### src/rtl/sincdec_pkg.sv
// Shared sizing for the selectable-order sinc decimator.
// Assumes: the rate word scales the decimation by a fixed multiplier and the
// widest accumulator is set by the higher order at the largest ratio.
package sincdec_pkg;
    localparam int FS_W      = 10;
    localparam int RATE_MULT = 16;
    localparam int LO_ORD    = 3;
    localparam int HI_ORD    = 4;
    localparam int OUT_W     = 24;
    localparam int DEC_MAX   = RATE_MULT * ((1 << FS_W) - 1);
    localparam int DEC_W     = $clog2(DEC_MAX + 1);
    localparam int ACC_W     = HI_ORD * DEC_W + 1;
endpackage

### src/rtl/sincdec_integ.sv
// Integrator cascade: HI_ORD running sums, each fed by the new value of the
// stage before it in the same cycle, so stage k holds the k-fold sum including
// the current sample. Wrap-around arithmetic; the comb stages undo the wrap.
// Assumes: clr_i wins over en_i.
module sincdec_integ #(
    parameter int ORD_LO = 3,
    parameter int ORD_HI = 4,
    parameter int AW     = 57
) (
    input  logic          clk,
    input  logic          rst_n,
    input  logic          clr_i,
    input  logic          en_i,
    input  logic          bit_i,
    output logic [AW-1:0] lo_o,
    output logic [AW-1:0] hi_o
);
    logic [AW-1:0] step;

    // map the modulator bit onto +1 / -1
    assign step = bit_i ? AW'(1) : {AW{1'b1}};

    for (genvar k = 0; k < ORD_HI; k++) begin : g_stg
        logic [AW-1:0] acc_q;
        logic [AW-1:0] nxt;
        if (k == 0) begin : g_head
            assign nxt = acc_q + step;
        end else begin : g_tail
            assign nxt = acc_q + g_stg[k-1].nxt;
        end
        // accumulate on every accepted bit, empty on reset or clear
        always_ff @(posedge clk) begin
            if (!rst_n || clr_i) acc_q <= '0;
            else if (en_i)       acc_q <= nxt;
        end
    end

    assign lo_o = g_stg[ORD_LO-1].nxt;
    assign hi_o = g_stg[ORD_HI-1].nxt;
endmodule

### src/rtl/sincdec_comb.sv
// Comb cascade at the decimated rate: each stage subtracts its input from
// one conversion earlier. All differences settle within the cycle of en_i.
// Assumes: en_i is high exactly in the cycle a conversion completes.
module sincdec_comb #(
    parameter int ORD_LO = 3,
    parameter int ORD_HI = 4,
    parameter int AW     = 57
) (
    input  logic          clk,
    input  logic          rst_n,
    input  logic          clr_i,
    input  logic          en_i,
    input  logic [AW-1:0] din_i,
    output logic [AW-1:0] lo_o,
    output logic [AW-1:0] hi_o
);
    for (genvar k = 0; k < ORD_HI; k++) begin : g_cmb
        logic [AW-1:0] dly_q;
        logic [AW-1:0] src;
        logic [AW-1:0] diff;
        if (k == 0) begin : g_head
            assign src = din_i;
        end else begin : g_tail
            assign src = g_cmb[k-1].diff;
        end
        assign diff = src - dly_q;
        // remember this stage's input for the next conversion
        always_ff @(posedge clk) begin
            if (!rst_n || clr_i) dly_q <= '0;
            else if (en_i)       dly_q <= src;
        end
    end

    assign lo_o = g_cmb[ORD_LO-1].diff;
    assign hi_o = g_cmb[ORD_HI-1].diff;
endmodule

### src/rtl/sincdec_ctrl.sv
// Decimation counter and settling tracker. Flags the accepted bit that
// completes a conversion and whether that conversion is past settling.
// Assumes: dec_i only changes together with restart_i.
module sincdec_ctrl #(
    parameter int DW     = 14,
    parameter int ORD_HI = 4,
    localparam int CW    = $clog2(ORD_HI + 1)
) (
    input  logic          clk,
    input  logic          rst_n,
    input  logic          restart_i,
    input  logic          bit_vld_i,
    input  logic [DW-1:0] dec_i,
    input  logic [CW-1:0] ord_n_i,
    output logic          conv_done_o,
    output logic          conv_ok_o
);
    logic [DW-1:0] cnt_q;
    logic [CW-1:0] conv_q;

    assign conv_done_o = bit_vld_i && !restart_i && (cnt_q == dec_i - 1'b1);
    assign conv_ok_o   = conv_done_o &&
                         (({1'b0, conv_q} + 1'b1) >= {1'b0, ord_n_i});

    // count accepted bits within the current conversion
    always_ff @(posedge clk) begin
        if (!rst_n || restart_i) cnt_q <= '0;
        else if (bit_vld_i)      cnt_q <= conv_done_o ? '0 : cnt_q + 1'b1;
    end

    // count finished conversions since restart, saturating at the top order
    always_ff @(posedge clk) begin
        if (!rst_n || restart_i)
            conv_q <= '0;
        else if (conv_done_o && (conv_q < CW'(ORD_HI)))
            conv_q <= conv_q + 1'b1;
    end

    assert_count_bounded_R3: assert property (@(posedge clk) disable iff (!rst_n)
        !restart_i |-> (cnt_q < dec_i));
endmodule

### src/rtl/sincdec_top.sv
// Selectable-order sinc decimator top. Tracks the configuration, derives the
// ratio and output shift, steers the chosen order, scales, clamps and
// registers the result.
// Assumes: one modulator bit per cycle at most; restart on clear or config change.
module sincdec_top
    import sincdec_pkg::*;
#(
    parameter int FS_BITS = FS_W,
    parameter int RATE    = RATE_MULT,
    parameter int ORD_LO  = LO_ORD,
    parameter int ORD_HI  = HI_ORD,
    parameter int RES_W   = OUT_W
) (
    input  logic               clk,
    input  logic               rst_n,
    input  logic               mod_bit_i,
    input  logic               bit_vld_i,
    input  logic               ord_hi_i,
    input  logic [FS_BITS-1:0] fs_i,
    input  logic               clr_i,
    output logic [RES_W-1:0]   dout_o,
    output logic               dvalid_o
);
    localparam int DMAX = RATE * ((1 << FS_BITS) - 1);
    localparam int DB   = $clog2(DMAX + 1);
    localparam int AB   = ORD_HI * DB + 1;
    localparam int CW   = $clog2(ORD_HI + 1);
    localparam int BLW  = $clog2(DB + 1);
    localparam int SHW  = $clog2(ORD_HI * DB + 1);
    localparam longint PMAX = (64'sd1 <<< (RES_W - 1)) - 64'sd1;
    localparam logic signed [AB-1:0] POS_MAX = AB'(PMAX);
    localparam logic signed [AB-1:0] NEG_MIN = -POS_MAX - AB'(1);

    logic               cfg_ord_q;
    logic [FS_BITS-1:0] cfg_fs_q;
    logic               restart;
    logic [FS_BITS-1:0] fs_eff;
    logic [DB-1:0]      dec;
    logic [CW-1:0]      ord_n;
    logic [BLW-1:0]     blen;
    logic [SHW-1:0]     prod;
    logic [SHW-1:0]     shamt;
    logic               conv_done;
    logic               conv_ok;
    logic [AB-1:0]      int_lo, int_hi, cmb_lo, cmb_hi;
    logic signed [AB-1:0] shifted;
    logic [RES_W-1:0]   res;

    assign restart = clr_i || (ord_hi_i != cfg_ord_q) || (fs_i != cfg_fs_q);
    assign fs_eff  = (fs_i == '0) ? FS_BITS'(1) : fs_i;
    assign dec     = DB'(fs_eff) * DB'(RATE);
    assign ord_n   = ord_hi_i ? CW'(ORD_HI) : CW'(ORD_LO);

    sincdec_ctrl #(.DW(DB), .ORD_HI(ORD_HI)) ctrl_i (
        .clk(clk), .rst_n(rst_n), .restart_i(restart), .bit_vld_i(bit_vld_i),
        .dec_i(dec), .ord_n_i(ord_n), .conv_done_o(conv_done), .conv_ok_o(conv_ok)
    );

    sincdec_integ #(.ORD_LO(ORD_LO), .ORD_HI(ORD_HI), .AW(AB)) integ_i (
        .clk(clk), .rst_n(rst_n), .clr_i(restart), .en_i(bit_vld_i),
        .bit_i(mod_bit_i), .lo_o(int_lo), .hi_o(int_hi)
    );

    sincdec_comb #(.ORD_LO(ORD_LO), .ORD_HI(ORD_HI), .AW(AB)) comb_i (
        .clk(clk), .rst_n(rst_n), .clr_i(restart), .en_i(conv_done),
        .din_i(ord_hi_i ? int_hi : int_lo), .lo_o(cmb_lo), .hi_o(cmb_hi)
    );

    // bit width of the ratio, used to size the output shift
    always_comb begin
        blen = '0;
        for (int i = 0; i < DB; i++)
            if (dec[i]) blen = BLW'(i + 1);
    end

    // drop low bits so the largest possible sum lands inside the result width
    always_comb begin
        prod    = SHW'(ord_n) * SHW'(blen);
        shamt   = (prod > SHW'(RES_W - 1)) ? prod - SHW'(RES_W - 1) : '0;
        shifted = $signed(ord_hi_i ? cmb_hi : cmb_lo) >>> shamt;
        if (shifted > POS_MAX)      res = POS_MAX[RES_W-1:0];
        else if (shifted < NEG_MIN) res = NEG_MIN[RES_W-1:0];
        else                        res = shifted[RES_W-1:0];
    end

    // register configuration and settled results
    always_ff @(posedge clk) begin
        if (!rst_n) begin
            cfg_ord_q <= ord_hi_i;
            cfg_fs_q  <= fs_i;
            dout_o    <= '0;
            dvalid_o  <= 1'b0;
        end else begin
            cfg_ord_q <= ord_hi_i;
            cfg_fs_q  <= fs_i;
            dvalid_o  <= conv_ok;
            if (conv_ok) dout_o <= res;
        end
    end

    assert_quiet_after_clear_R6: assert property (@(posedge clk) disable iff (!rst_n)
        clr_i |=> !dvalid_o);
    assert_order_change_restarts_R7: assert property (@(posedge clk) disable iff (!rst_n)
        (ord_hi_i != cfg_ord_q) |=> !dvalid_o);
    assert_single_pulse_R9: assert property (@(posedge clk) disable iff (!rst_n)
        dvalid_o |=> !dvalid_o);
    assert_hold_between_R9: assert property (@(posedge clk) disable iff (!rst_n)
        !dvalid_o |-> $stable(dout_o));
endmodule

### config.mk
export PLATFORM = sky130hd
export DESIGN_NAME = sincdec_top
export DESIGN_NICKNAME = d
export VERILOG_FILES = /design/src/rtl/sincdec_pkg.sv /design/src/rtl/sincdec_integ.sv /design/src/rtl/sincdec_comb.sv /design/src/rtl/sincdec_ctrl.sv /design/src/rtl/sincdec_top.sv
export SDC_FILE = /design/constraint.sdc
export NUM_CORES = 2
export LEC_CHECK = 0
export BUFFER_PORTS_ARGS = -buffer_cell sky130_fd_sc_hd__buf_2
export CORE_AREA = 2 2 300 302
export CTS_BUF_LIST = sky130_fd_sc_hd__clkbuf_16
export DETAILED_ROUTE_END_ITERATION = 12
export DIE_AREA = 0 0 302 304
export PLACE_DENSITY_LB_ADDON = 0.08
export SKIP_LAST_GASP = 1
export SLEW_MARGIN = 40
export SYNTH_ARGS = -nofsm -noshare
export SYNTH_HDL_FRONTEND = slang
export SYNTH_HIERARCHICAL = 1
export SYNTH_SLANG_ARGS = --single-unit
### constraint.sdc
create_clock -name clk -period 17.27 [get_ports clk]
set_input_delay 0.8635 -clock clk [delete_from_list [all_inputs] [get_ports clk]]
set_output_delay 0.8635 -clock clk [all_outputs]
set_load 0.05 [all_outputs]
==> results.sh <==
export IMPL_fin_crit_sh_pct=98.5
export IMPL_grt_max_degree=134
export IMPL_setup_viol=0
export IMPL_die_area_um2=91800
export IMPL_peakVddDrop_v=0.000181
export IMPL_die_y_um=304
export IMPL_skew_ns=0.0200
export IMPL_hold_buffers=0
export IMPL_hpwlAfterDp_mm=128
export IMPL_worstSetupStartpointType="input pin"
export IMPL_crit_arrival_ns=17.56
export IMPL_clock_path_buffers=3
export IMPL_slowest_stage="or4_4"
export IMPL_required_ns=17.83
export IMPL_yosys_top_cells_count="nor2_1, a21oi_1, dfxtp_1"
export IMPL_design_core_area_um2=89000
export IMPL_seq_area_frac_synth_pct=19.7
export IMPL_worst_pin_slew_ns=0.909
export IMPL_port_buffers=40
export IMPL_hp_class="in -> reg"
export IMPL_synth_top_area_cell="dfxtp_1"
export IMPL_synth_most_common_cell="nor2_1"
export IMPL_ys_top_cells_by_area="dfxtp_1, ha_1, mux2i_1"
export IMPL_async_flop_share_pct=0
export IMPL_ys_warn_count=6
export IMPL_htreeDepth=3
export IMPL_cts_tree="built"
export IMPL_grt_pass1_vias=51334
export IMPL_path_clk_slew_ns=0.06
export IMPL_avgSynthCellArea_um2=7.75
export IMPL_relSlewSlack_pct=38.5
export IMPL_synth_ff_type="dfxtp_1"
export IMPL_ys_seq_elements=509
export IMPL_grt_setup_unrepaired="yes"
export IMPL_setup_ws_ns=0.264
export IMPL_nets=8340
export IMPL_cap_viol_max_count=0
export IMPL_worst_path_buf_inv=14
export IMPL_clk_latency_ns=0.64
export IMPL_fin_crit_ns=17.01
export IMPL_drv_slew=0
export IMPL_grt_antenna_before_repair=5
export IMPL_drtIter0Drc=4831
export IMPL_overflow=0
export IMPL_cpPeakStageDelay_ns=0.55
export IMPL_dp_slack_ns=-1.26
export IMPL_clock_sinks=509
export IMPL_power_density_nw_per_um2=148
export IMPL_synthToLayoutAreaGrowth_pct=30.2
export IMPL_syn_inst=6675
export IMPL_grt_total_usage_pct=35.1
export IMPL_leakagePower_nw=29.4
export IMPL_path_class="in -> reg"
export IMPL_synth_edf_count=0
export IMPL_drive_gt1_share_pct=27.3
export IMPL_fin_cells=9071
export IMPL_final_area_um2=67400
export IMPL_root_buffer="clkbuf_16"
export IMPL_grt_pass1_wl_mm=265
export IMPL_routabilityCongestion=1.05
export IMPL_wl_mm=171
export IMPL_outcome="finished, final reports clean"
export IMPL_start_util_pct=58.1
export IMPL_die_x_um=302
export IMPL_synth_area_um2=51700
export IMPL_drt_antenna_violating_nets=0
export IMPL_cp_top_family="compound AO/OA/AOI/OAI gates"
export IMPL_fmax_mhz=58.8
export IMPL_vias_per_cell=6.01
export IMPL_drc=0
export IMPL_synth_cell_types=131
export IMPL_num_vias=54485
export IMPL_first_pass_iters=7
export IMPL_cp_max_fo=10
export IMPL_path_common_cell="a21o_1"
export IMPL_utilization_pct=75.7
export IMPL_cts_buffers_inserted=66
export IMPL_hold_violations=0
export IMPL_finalPower_mw=9.94
export IMPL_rows=110
export IMPL_fillers=6918
export IMPL_crit_path_end_kind="flip-flop"
export IMPL_wire_per_inst_um=18.9
export IMPL_dp_cells=8866
export IMPL_dpl_cell_area_um2=62200
export IMPL_ios=41
export IMPL_synth_top_cell_area_share_pct=19.7
[per-layer routing]
| layer | vias to the layer above | GRT usage, % | part of all wire [%] | wire length, um |
|---|---|---|---|---|
| met5 | - | 0 | 0 | 0 |
| met4 | 0 | 12.9 | 3.9 | 6610 |
| met3 | 367 | 5.50 | 7.2 | 12300 |
| met2 | 1863 | 56.2 | 45 | 77000 |
| met1 | 25762 | 47.5 | 44 | 75200 |
| li1 | 26493 | - | - | - |
[path summary, 6_finish.rpt]
path                               end                 startpoint  cells past startpoint  slack (ns)
max                         dout_o[10]                  mod_bit_i                     89        0.26
min                        cfg_fs_q[0]                    fs_i[0]                      1        0.41
max reg2reg                 dout_o[10]  integ_i/g_stg[0].acc_q[1]                     86        0.45
min reg2reg  comb_i/g_cmb[1].dly_q[52]  comb_i/g_cmb[1].dly_q[52]                      2        0.47
[kinds of logic after synthesis]
kind of cell | share of synthesized area [%]
and+or+nand+nor | 18.2
AOI/OAI and AO/OA | 25.2
buffers and inverters | 5.47
muxes | 11.8
DFF | 19.7
adders and majority gates | 11.6
xor gates and xnor gates | 8.00
other | 0.00725
[registers in the layout (all words and copies together), names as in the netlist]
signal               cells
cfg_fs_q                10
cfg_ord_q                1
comb_i/g_cmb.dly_q     228
ctrl_i/cnt_q            14
ctrl_i/conv_q            3
dout_o                  24
dvalid_o                 1
integ_i/g_stg.acc_q    228
[layout by cell type (no fill, tap or decap), drive strengths merged, types with 348 or more instances in the layout]
| cell type | netlist | layout |
|---|---|---|
| a21oi | 586 | 586 |
| buf | 100 | 1426 |
| dfxtp | 509 | 509 |
| ha | 467 | 467 |
| inv | 356 | 367 |
| mux2i | 455 | 455 |
| nand2 | 469 | 469 |
| nor2 | 722 | 722 |
| o21ai | 348 | 348 |
[stage by stage]
step	hold slack [ns]	TNS, ns
6_report	0.410	0
3_5_place_dp	0.464	-28.34
3_3_place_gp	0.459	-14.84
2_1_floorplan	0.445	0
4_1_cts	0.377	0
5_1_grt	0.399	-10.48
[final cells by class]
class / count / area (um^2) / area share [%]
antenna: 3 / 7.51 / 0.0111
clock inverter: 45 / 340 / 0.505
tap: 1176 / 1470 / 2.18
timing repair buffer: 1430 / 11000 / 16.3
sequential: 509 / 10200 / 15.1
clock buffer: 67 / 1680 / 2.49
inverter: 359 / 1360 / 2.02
multi-input combinational: 5482 / 41400 / 61.4
[repair_timing]
item / 4_1_cts / 5_1_grt
buffers inserted: 3 / 79
cloned: 0 / 6
pin swaps: 15 / 243
setup endpoints to repair: 23 / 23
resized for setup: 37 / 445
[where the power goes]
part           internal (mW)  switching [mW]
Combinational           3.34            4.08
Clock                  0.775           0.572
Sequential              1.18        0.000569
Total                   5.29            4.65
No activity file was read; power rests on OpenSTA's default activity.
